==> config.mk <==
export PLATFORM = sky130hd
export DESIGN_NAME = spi_regmaster
export DESIGN_NICKNAME = d
export VERILOG_FILES = /design/src/rtl/spi_ctl_pkg.sv /design/src/rtl/spi_word_fifo.sv /design/src/rtl/spi_shift_engine.sv /design/src/rtl/spi_regmaster.sv
export SDC_FILE = /design/constraint.sdc
export NUM_CORES = 2
export LEC_CHECK = 0
export CORE_ASPECT_RATIO = 2
export CORE_MARGIN = 1
export CORE_UTILIZATION = 25
export CTS_BUF_LIST = sky130_fd_sc_hd__clkbuf_16
export CTS_CLUSTER_DIAMETER = 30
export CTS_CLUSTER_SIZE = 14
export DETAILED_ROUTE_END_ITERATION = 8
export DONT_BUFFER_PORTS = 1
export GPL_TIMING_DRIVEN = 0
export PLACE_DENSITY = 0.36
export SETUP_SLACK_MARGIN = 0.3
export SLEW_MARGIN = 0
export SYNTH_ARGS = -nofsm -noshare
export SYNTH_HDL_FRONTEND = slang
export SYNTH_SLANG_ARGS = --single-unit
==> constraint.sdc <==
create_clock -name clk -period 5.95 [get_ports clk]
set_clock_uncertainty 0.1 [all_clocks]
set_input_delay 0.8925 -clock clk [delete_from_list [all_inputs] [get_ports clk]]
set_output_delay 0.8925 -clock clk [all_outputs]
set_load 0.01 [all_outputs]
==> src/rtl/spi_ctl_pkg.sv <==
`timescale 1ns/1ps
package spi_ctl_pkg;
    localparam int WORD_W  = 32;
    localparam int NUM_SEL = 4;

    typedef enum logic [2:0] {
        A_RXD   = 3'd0,
        A_TXD   = 3'd1,
        A_CTRL  = 3'd2,
        A_CFG   = 3'd3,
        A_IRQEN = 3'd4,
        A_STAT  = 3'd5
    } reg_addr_e;

    localparam int C_EN  = 0;
    localparam int C_XCH = 2;
    localparam logic [31:0] CFG_KEEP = 32'h00F0_FFFF;
endpackage

==> src/rtl/spi_word_fifo.sv <==
`timescale 1ns/1ps
module spi_word_fifo #(
    parameter int DEPTH = 64,
    parameter int W     = 32
) (
    input  logic         clk,
    input  logic         rst_n,
    input  logic         push,
    input  logic [W-1:0] push_data,
    input  logic         pop,
    output logic [W-1:0] head,
    output logic         empty,
    output logic         full
);
    localparam int AW = $clog2(DEPTH);
    localparam int CW = AW + 1;

    typedef struct packed {
        logic [AW-1:0] wp;
        logic [AW-1:0] rp;
        logic [CW-1:0] cnt;
    } fifo_st_t;

    fifo_st_t st_d, st_q;
    logic [W-1:0] mem [DEPTH];
    logic do_push, do_pop;

    assign empty   = (st_q.cnt == '0);
    assign full    = (st_q.cnt == CW'(DEPTH));
    assign do_push = push && !full;
    assign do_pop  = pop && !empty;
    assign head    = mem[st_q.rp];

    always_comb begin
        st_d = st_q;
        if (do_push) st_d.wp = (st_q.wp == AW'(DEPTH - 1)) ? '0 : st_q.wp + 1'b1;
        if (do_pop)  st_d.rp = (st_q.rp == AW'(DEPTH - 1)) ? '0 : st_q.rp + 1'b1;
        if (do_push && !do_pop) st_d.cnt = st_q.cnt + 1'b1;
        else if (do_pop && !do_push) st_d.cnt = st_q.cnt - 1'b1;
    end

    always_ff @(posedge clk or negedge rst_n) begin
        if (!rst_n) st_q <= '0;
        else        st_q <= st_d;
    end

    always_ff @(posedge clk) begin
        if (do_push) mem[st_q.wp] <= push_data;
    end

    AST_NO_OVERFLOW: assert property (@(posedge clk) disable iff (!rst_n)
        st_q.cnt <= CW'(DEPTH));
    AST_FULL_DROPS: assert property (@(posedge clk) disable iff (!rst_n)
        (full && push && !pop) |=> (st_q.cnt == $past(st_q.cnt)));
endmodule

==> src/rtl/spi_shift_engine.sv <==
`timescale 1ns/1ps
module spi_shift_engine #(
    parameter int W = 32
) (
    input  logic              clk,
    input  logic              rst_n,
    input  logic              run,
    input  logic              tx_empty,
    input  logic [W-1:0]      tx_word,
    input  logic              rx_full,
    input  logic [$clog2(W)-1:0] len_m1,
    input  logic [3:0]        pre,
    input  logic [3:0]        post,
    input  logic              pha,
    input  logic              miso,
    output logic              tx_pop,
    output logic              rx_push,
    output logic [W-1:0]      rx_word,
    output logic              mosi,
    output logic              edge_phase,
    output logic              busy
);
    localparam int LW  = $clog2(W);
    localparam int ECW = LW + 1;

    typedef struct packed {
        logic           active;
        logic           phase;
        logic [ECW-1:0] edge_cnt;
        logic [3:0]     pre_cnt;
        logic [15:0]    post_cnt;
        logic [W-1:0]   shreg;
        logic [W-1:0]   rxreg;
    } eng_st_t;

    eng_st_t st_d, st_q;
    logic [15:0]    post_lim;
    logic [ECW-1:0] last_edge;
    logic           tick;

    assign post_lim  = (16'd1 << post) - 16'd1;
    assign last_edge = {len_m1, 1'b1};
    assign tick      = st_q.active && (st_q.pre_cnt == pre) && (st_q.post_cnt == post_lim);

    always_comb begin
        st_d    = st_q;
        tx_pop  = 1'b0;
        rx_push = 1'b0;
        if (!st_q.active) begin
            if (run && !tx_empty && !rx_full) begin
                tx_pop        = 1'b1;
                st_d.active   = 1'b1;
                st_d.phase    = 1'b0;
                st_d.edge_cnt = '0;
                st_d.pre_cnt  = '0;
                st_d.post_cnt = '0;
                st_d.shreg    = tx_word << (LW'(W - 1) - len_m1);
                st_d.rxreg    = '0;
            end
        end else begin
            if (st_q.pre_cnt == pre) begin
                st_d.pre_cnt  = '0;
                st_d.post_cnt = (st_q.post_cnt == post_lim) ? '0 : st_q.post_cnt + 16'd1;
            end else begin
                st_d.pre_cnt = st_q.pre_cnt + 4'd1;
            end
            if (tick) begin
                st_d.phase = ~st_q.phase;
                if (st_q.edge_cnt[0] == pha)
                    st_d.rxreg = {st_q.rxreg[W-2:0], miso};
                else if (!pha || (st_q.edge_cnt != '0))
                    st_d.shreg = st_q.shreg << 1;
                if (st_q.edge_cnt == last_edge) begin
                    st_d.active = 1'b0;
                    rx_push     = 1'b1;
                end else begin
                    st_d.edge_cnt = st_q.edge_cnt + 1'b1;
                end
            end
        end
    end

    assign rx_word    = st_d.rxreg;
    assign mosi       = st_q.shreg[W-1];
    assign edge_phase = st_q.phase;
    assign busy       = st_q.active;

    always_ff @(posedge clk or negedge rst_n) begin
        if (!rst_n) st_q <= '0;
        else        st_q <= st_d;
    end

    AST_PUSH_ROOM: assert property (@(posedge clk) disable iff (!rst_n)
        rx_push |-> !rx_full);
    AST_EDGE_RANGE: assert property (@(posedge clk) disable iff (!rst_n)
        st_q.active |-> (st_q.edge_cnt <= last_edge));
    AST_PHASE_HOME: assert property (@(posedge clk) disable iff (!rst_n)
        $fell(st_q.active) |-> !st_q.phase);
endmodule

==> src/rtl/spi_regmaster.sv <==
`timescale 1ns/1ps
module spi_regmaster
    import spi_ctl_pkg::*;
#(
    parameter int FIFO_DEPTH = 64
) (
    input  logic        clk,
    input  logic        rst_n,
    input  logic        reg_wr,
    input  logic        reg_rd,
    input  logic [2:0]  reg_addr,
    input  logic [31:0] reg_wdata,
    output logic [31:0] reg_rdata,
    output logic        irq,
    output logic        sclk,
    output logic        mosi,
    input  logic        miso,
    output logic [3:0]  sel_out
);
    localparam int LW = $clog2(WORD_W);

    typedef struct packed {
        logic          en;
        logic          xch;
        logic [3:0]    master;
        logic [3:0]    post;
        logic [3:0]    pre;
        logic [1:0]    cs;
        logic [LW-1:0] len_m1;
        logic [31:0]   cfg;
        logic          ie_tx;
        logic          ie_rx;
    } regs_t;

    regs_t r_d, r_q;

    logic              tx_empty, tx_full, rx_empty, rx_full;
    logic [WORD_W-1:0] tx_head, rx_head, rx_word;
    logic              tx_pop, rx_push, eng_busy, eng_phase;
    logic              burst, rx_ready;
    logic [3:0]        pha_v, pol_v, spol_v, idle_v;
    logic              unused_bits;

    assign unused_bits = ^{reg_wdata[31:25], reg_wdata[17:16], reg_wdata[3], reg_wdata[1], tx_full};

    spi_word_fifo #(.DEPTH(FIFO_DEPTH), .W(WORD_W)) i_txq (
        .clk(clk), .rst_n(rst_n),
        .push(reg_wr && (reg_addr == A_TXD)), .push_data(reg_wdata),
        .pop(tx_pop), .head(tx_head), .empty(tx_empty), .full(tx_full)
    );

    spi_word_fifo #(.DEPTH(FIFO_DEPTH), .W(WORD_W)) i_rxq (
        .clk(clk), .rst_n(rst_n),
        .push(rx_push), .push_data(rx_word),
        .pop(reg_rd && (reg_addr == A_RXD)), .head(rx_head), .empty(rx_empty), .full(rx_full)
    );

    assign pha_v  = r_q.cfg[3:0];
    assign pol_v  = r_q.cfg[7:4];
    assign spol_v = r_q.cfg[15:12];
    assign idle_v = r_q.cfg[23:20];

    spi_shift_engine #(.W(WORD_W)) i_eng (
        .clk(clk), .rst_n(rst_n),
        .run(r_q.en && r_q.xch),
        .tx_empty(tx_empty), .tx_word(tx_head), .rx_full(rx_full),
        .len_m1(r_q.len_m1), .pre(r_q.pre), .post(r_q.post),
        .pha(pha_v[r_q.cs]), .miso(miso),
        .tx_pop(tx_pop), .rx_push(rx_push), .rx_word(rx_word),
        .mosi(mosi), .edge_phase(eng_phase), .busy(eng_busy)
    );

    always_comb begin
        r_d = r_q;
        if (r_q.xch && !eng_busy && tx_empty) r_d.xch = 1'b0;
        if (reg_wr) begin
            case (reg_addr)
                A_CTRL: begin
                    r_d.en     = reg_wdata[C_EN];
                    r_d.master = reg_wdata[7:4];
                    r_d.post   = reg_wdata[11:8];
                    r_d.pre    = reg_wdata[15:12];
                    r_d.cs     = reg_wdata[19:18];
                    r_d.len_m1 = reg_wdata[24:20];
                    if (reg_wdata[C_EN] && reg_wdata[C_XCH]) r_d.xch = 1'b1;
                end
                A_CFG:   r_d.cfg = reg_wdata & CFG_KEEP;
                A_IRQEN: begin
                    r_d.ie_tx = reg_wdata[0];
                    r_d.ie_rx = reg_wdata[3];
                end
                default: ;
            endcase
        end
        if (!r_d.en) r_d.xch = 1'b0;
    end

    always_ff @(posedge clk or negedge rst_n) begin
        if (!rst_n) r_q <= '0;
        else        r_q <= r_d;
    end

    assign burst    = r_q.xch || eng_busy;
    assign rx_ready = !rx_empty;
    assign sclk     = burst ? (pol_v[r_q.cs] ^ eng_phase) : idle_v[r_q.cs];
    assign irq      = (r_q.ie_tx && tx_empty) || (r_q.ie_rx && rx_ready);

    for (genvar g = 0; g < NUM_SEL; g++) begin : g_sel
        assign sel_out[g] = (burst && (r_q.cs == 2'(g))) ? spol_v[g] : ~spol_v[g];
    end

    always_comb begin
        case (reg_addr)
            A_RXD:   reg_rdata = rx_empty ? 32'd0 : rx_head;
            A_CTRL:  reg_rdata = {7'd0, r_q.len_m1, r_q.cs, 2'd0, r_q.pre, r_q.post,
                                  r_q.master, 1'b0, r_q.xch, 1'b0, r_q.en};
            A_CFG:   reg_rdata = r_q.cfg;
            A_IRQEN: reg_rdata = {28'd0, r_q.ie_rx, 2'd0, r_q.ie_tx};
            A_STAT:  reg_rdata = {28'd0, rx_ready, 2'd0, tx_empty};
            default: reg_rdata = 32'd0;
        endcase
    end

    AST_XCH_NEEDS_EN: assert property (@(posedge clk) disable iff (!rst_n)
        $rose(r_q.xch) |-> r_q.en);
    AST_DONE_DRAINED: assert property (@(posedge clk) disable iff (!rst_n)
        ($fell(r_q.xch) && r_q.en) |-> $past(tx_empty));
    AST_ONE_SELECT: assert property (@(posedge clk) disable iff (!rst_n)
        $countones(~(sel_out ^ spol_v)) <= 1);
    AST_SEL_HELD: assert property (@(posedge clk) disable iff (!rst_n)
        (burst && $past(burst) && $stable(r_q.cfg)) |-> $stable(sel_out));
    AST_IRQ_SOURCE: assert property (@(posedge clk) disable iff (!rst_n)
        irq |-> (tx_empty || !rx_empty));
endmodule

==> results.yml <==
power_and_ir_drop:
  ir_drop_mv: 0.2740
  internal_power_mw: 64.32
  combinationalPowerShare_pct: 17.8
  p_total_mw: 90.71
  power_frac_seq_pct: 36.6
  power.clock.fraction_pct: 45.6
  p_switching_mw: 26.39
  p_per_area_nw_per_um2: 422.0
  switching_share_pct: 29.09
  p_leak_nw: 64.46
detailed_routing:
  drtPass1Iterations: 6
  wl_per_cell_um: 41.44
  vias: 91670
  drc_errors: 0
  drt-vias-per-instance: 4.911
  drt_iter0_drc: 8147
  ant_nets: 0
  drt-total-wl_um: 773500
timing:
  finalSetupViolCount: 0
  final.period_utilization_pct: 97.93
  fmax_ghz: 0.1716
  maxSlewHeadroom_pct: 1.440
  tightest_slew_ns: 1.478
  fin_crit_ns: 5.827
  fin_setup_tns_ns: 0
  hold_viol: 0
  drv_slew: 0
  rsz0062_at_grt: "yes"
  hold_ws_ns: 0.07283
worst_hold_path:
  hold_class: "input port to flop"
  hold_depth: 1
  whs_endpoint: "i_txq.mem[42][23]"
  hold_path_startpoint: "reg_wdata[23]"
finish:
  nNetsFinal: 9298
  drive_gt1_share_pct: 34.11
  utilization_pct: 32.01
  syn2layout_area_growth_pct: 27.63
  instances_no_fill: 18670
run_status:
  run_status: "completed"
synthesis:
  synthesis.nets: 8078
  synth.area.mux_share_pct: 16.83
  syn_inst: 8014
  synth_ff_type: "edfxtp_1"
  synth_compound_area_share_pct: 2.931
  synthArstFlopShare_pct: 4.052
  yosysWarnings: 0
  synth.most_common_cell: "edfxtp_1"
  synth.distinct_cells: 94
  yosys.area_share.simple_pct: 2.508
  synth_common_cells: "edfxtp_1 (4,096), mux4_2 (961), mux2i_1 (495)"
  synth_area_leaders: "edfxtp_1 (73%), mux4_2 (13%), mux2i_1 (2.9%), dfrtp_1 (2.6%), a22oi_1 (1.0%)"
  syn_avg_cell_area_um2: 21.02
  ys_seq_elements: 4269
  synth-edff-count: 4096
  synth_top_family_by_area: "multiplexers"
  syn-cell-area_um2: 168400
  synth_top_area_share_pct: 73.02
  yosys.area_share.xor_xnor_pct: 0.2704
  synth-adder-area-share_pct: 0.1872
  yosysSeqAreaShare_pct: 75.59
  synth_top_area_cell: "edfxtp_1"
setup_path:
  cp_max_fo: 10
  r2r_slack_ns: 0.12
  reg2reg_depth: 13
  r2r_end: "i_eng.st_q[54]"
  endpoint_kind: "flop"
  crit_path_start_kind: "flop"
  cpPeakStageDelay_ns: 0.70
  cp_slowest_cell: "dfrtp_1"
  required_ns: 6.73
  critical_path_buf_inv_count: 4
  critPathKind: "flop to flop"
  cp_top_family: "buffers and inverters"
  crit_chain: "buf_2, buf_2, clkbuf_1, clkbuf_2, nand3_1, nand4_1, nand2_1, a21oi_1, nand2_1, mux4_2, o211ai_1, nand3_1, a211o_1"
  reg2reg_from: "i_txq.st_q[11]"
  worst-endpoint-arrival_ns: 6.60
clock_network:
  clk_latency_ns: 1.09
  cts-root-buf: "clkbuf_16"
  clkTransAtPathRegs_ns: 0.06
  cts_tree: "done"
  htreeDepth: 6
  clock_path_buffers: 5
  cts_buffers: 702
  clkSinkCount: 4269
global_routing:
  grt_antenna_before_repair: 34
  overflow: 0
  grt_use_total_pct: 22.53
  grt_start_max_net_pins: 174
  grt_pass1_wl_um: 990200
  grt_pass1_vias: 96920
die:
  num_rows: 426
  ios: 79
  fp.dieH_um: 1163
  die-width_um: 582.4
  initial_core_util_pct: 25.08
  core_um2: 671600
  die_area_um2: 677200
placement:
  place.gp.congestion: 0.8737
  place_hpwl_um: 555300
  portBuffers: 0
  place_inst: 17110
job:
  cap_viol_max_count: 0
==> layer usage <==
layer	part of all wire (%)	routed length (µm)	track usage, %
met1	30	233400	20.35
met2	56	432600	43.67
met5	0.0059	46	0
met4	9.5	73160	18.32
met3	4.4	34290	3.536
==> cells in the final DEF (no fill, tap or decap), drive strengths merged, types with 102 or more instances in the layout <==
master	instances
nand2	239
inv	212
edfxtp	4096
mux4	984
nor2	257
mux2	102
o21ai	117
buf	748
clkinv	230
mux2i	495
dfrtp	173
nand3	134
a22oi	230
clkbuf	928
==> power by group through the flow <==
stage	clock (mW)	sequential [mW]	combinational (mW)
2_1_floorplan	0	33.7	8.40
3_3_place_gp	0	33.8	15.4
3_5_place_dp	0	33.8	15.7
4_1_cts	42.0	33.2	16.5
5_1_grt	43.1	33.2	16.6
6_report	41.4	33.2	16.1
==> cell type report <==
cell class / count / area, µm²
fillers: 64230 / 456600
flip-flops and latches: 4269 / 127300
multi-input cells: 3255 / 39990
clock buffers: 717 / 17940
well taps: 8774 / 10980
repair buffers: 515 / 9243
clock inverters: 555 / 5738
plain buffers: 460 / 3415
diodes: 90 / 225.2
inverters: 31 / 120.1
==> kinds of logic (layout without fill, tap and decap cells) <==
family	count (synthesis)	count (layout)
flops	4269	4269
mux	1581	1581
simple gates	889	889
compound gates	708	709
buf+inv	491	2278
xor+xnor	52	52
fa+ha+maj	24	24
other cells	0	90
==> worst reg2reg max path: cells and delay by family (launching register included) <==
family	cells	cell delay, ns
simple gates	5	0.72
flops	1	0.70
buf+inv	4	2.24
mux	1	0.54
compound gates	3	1.31
==> metrics by stage <==
stage,area (µm²),setup slack (ns)
floorplan,168400,0.5329
global placement,179400,-7.527
detailed placement,187200,-2.660
CTS,214500,-0.05639
global route,214900,0.2684
finish,215000,0.1229
==> flip-flops by register name, indices dropped and copies added, names as in the netlist <==
| signal | flops |
|---|---|
| i_rxq.mem | 2048 |
| i_txq.mem | 2048 |
| i_eng.st_q | 89 |
| r_q | 31 |
| i_rxq.st_q | 19 |
| i_txq.st_q | 19 |
| idle_v | 4 |
| pha_v | 4 |
| pol_v | 4 |
| i_eng.busy | 1 |
| i_eng.edge_phase | 1 |
| i_eng.mosi | 1 |
==> worst max-delay path by stage <==
stage | start | endpoint | slack (ns) | cells past startpoint
finish | i_txq.st_q[11] | i_eng.st_q[54] | 0.12 | 13
global route | r_q[36] | reg_rdata[22] | 0.27 | 6
CTS | r_q[36] | reg_rdata[22] | -0.06 | 6
detailed placement | r_q[48] | i_rxq.mem[46][2] | -2.66 | 19
global placement | reg_addr[0] | i_txq.mem[63][2] | -7.53 | 6
floorplan | r_q[46] | i_rxq.mem[51][0] | 0.53 | 15
==> timing repair <==
| item | CTS | global route |
|---|---|---|
| gates resized for setup | 437 | 86 |
| cloned | 6 | 2 |
| hold endpoints to repair | 2174 | 0 |
| setup buffers | 135 | 12 |
| hold buffers | 44 | 0 |
| pin swaps | 77 | 8 |
| setup endpoints to repair | 4205 | 523 |
Power figures use the tool's default switching activity.
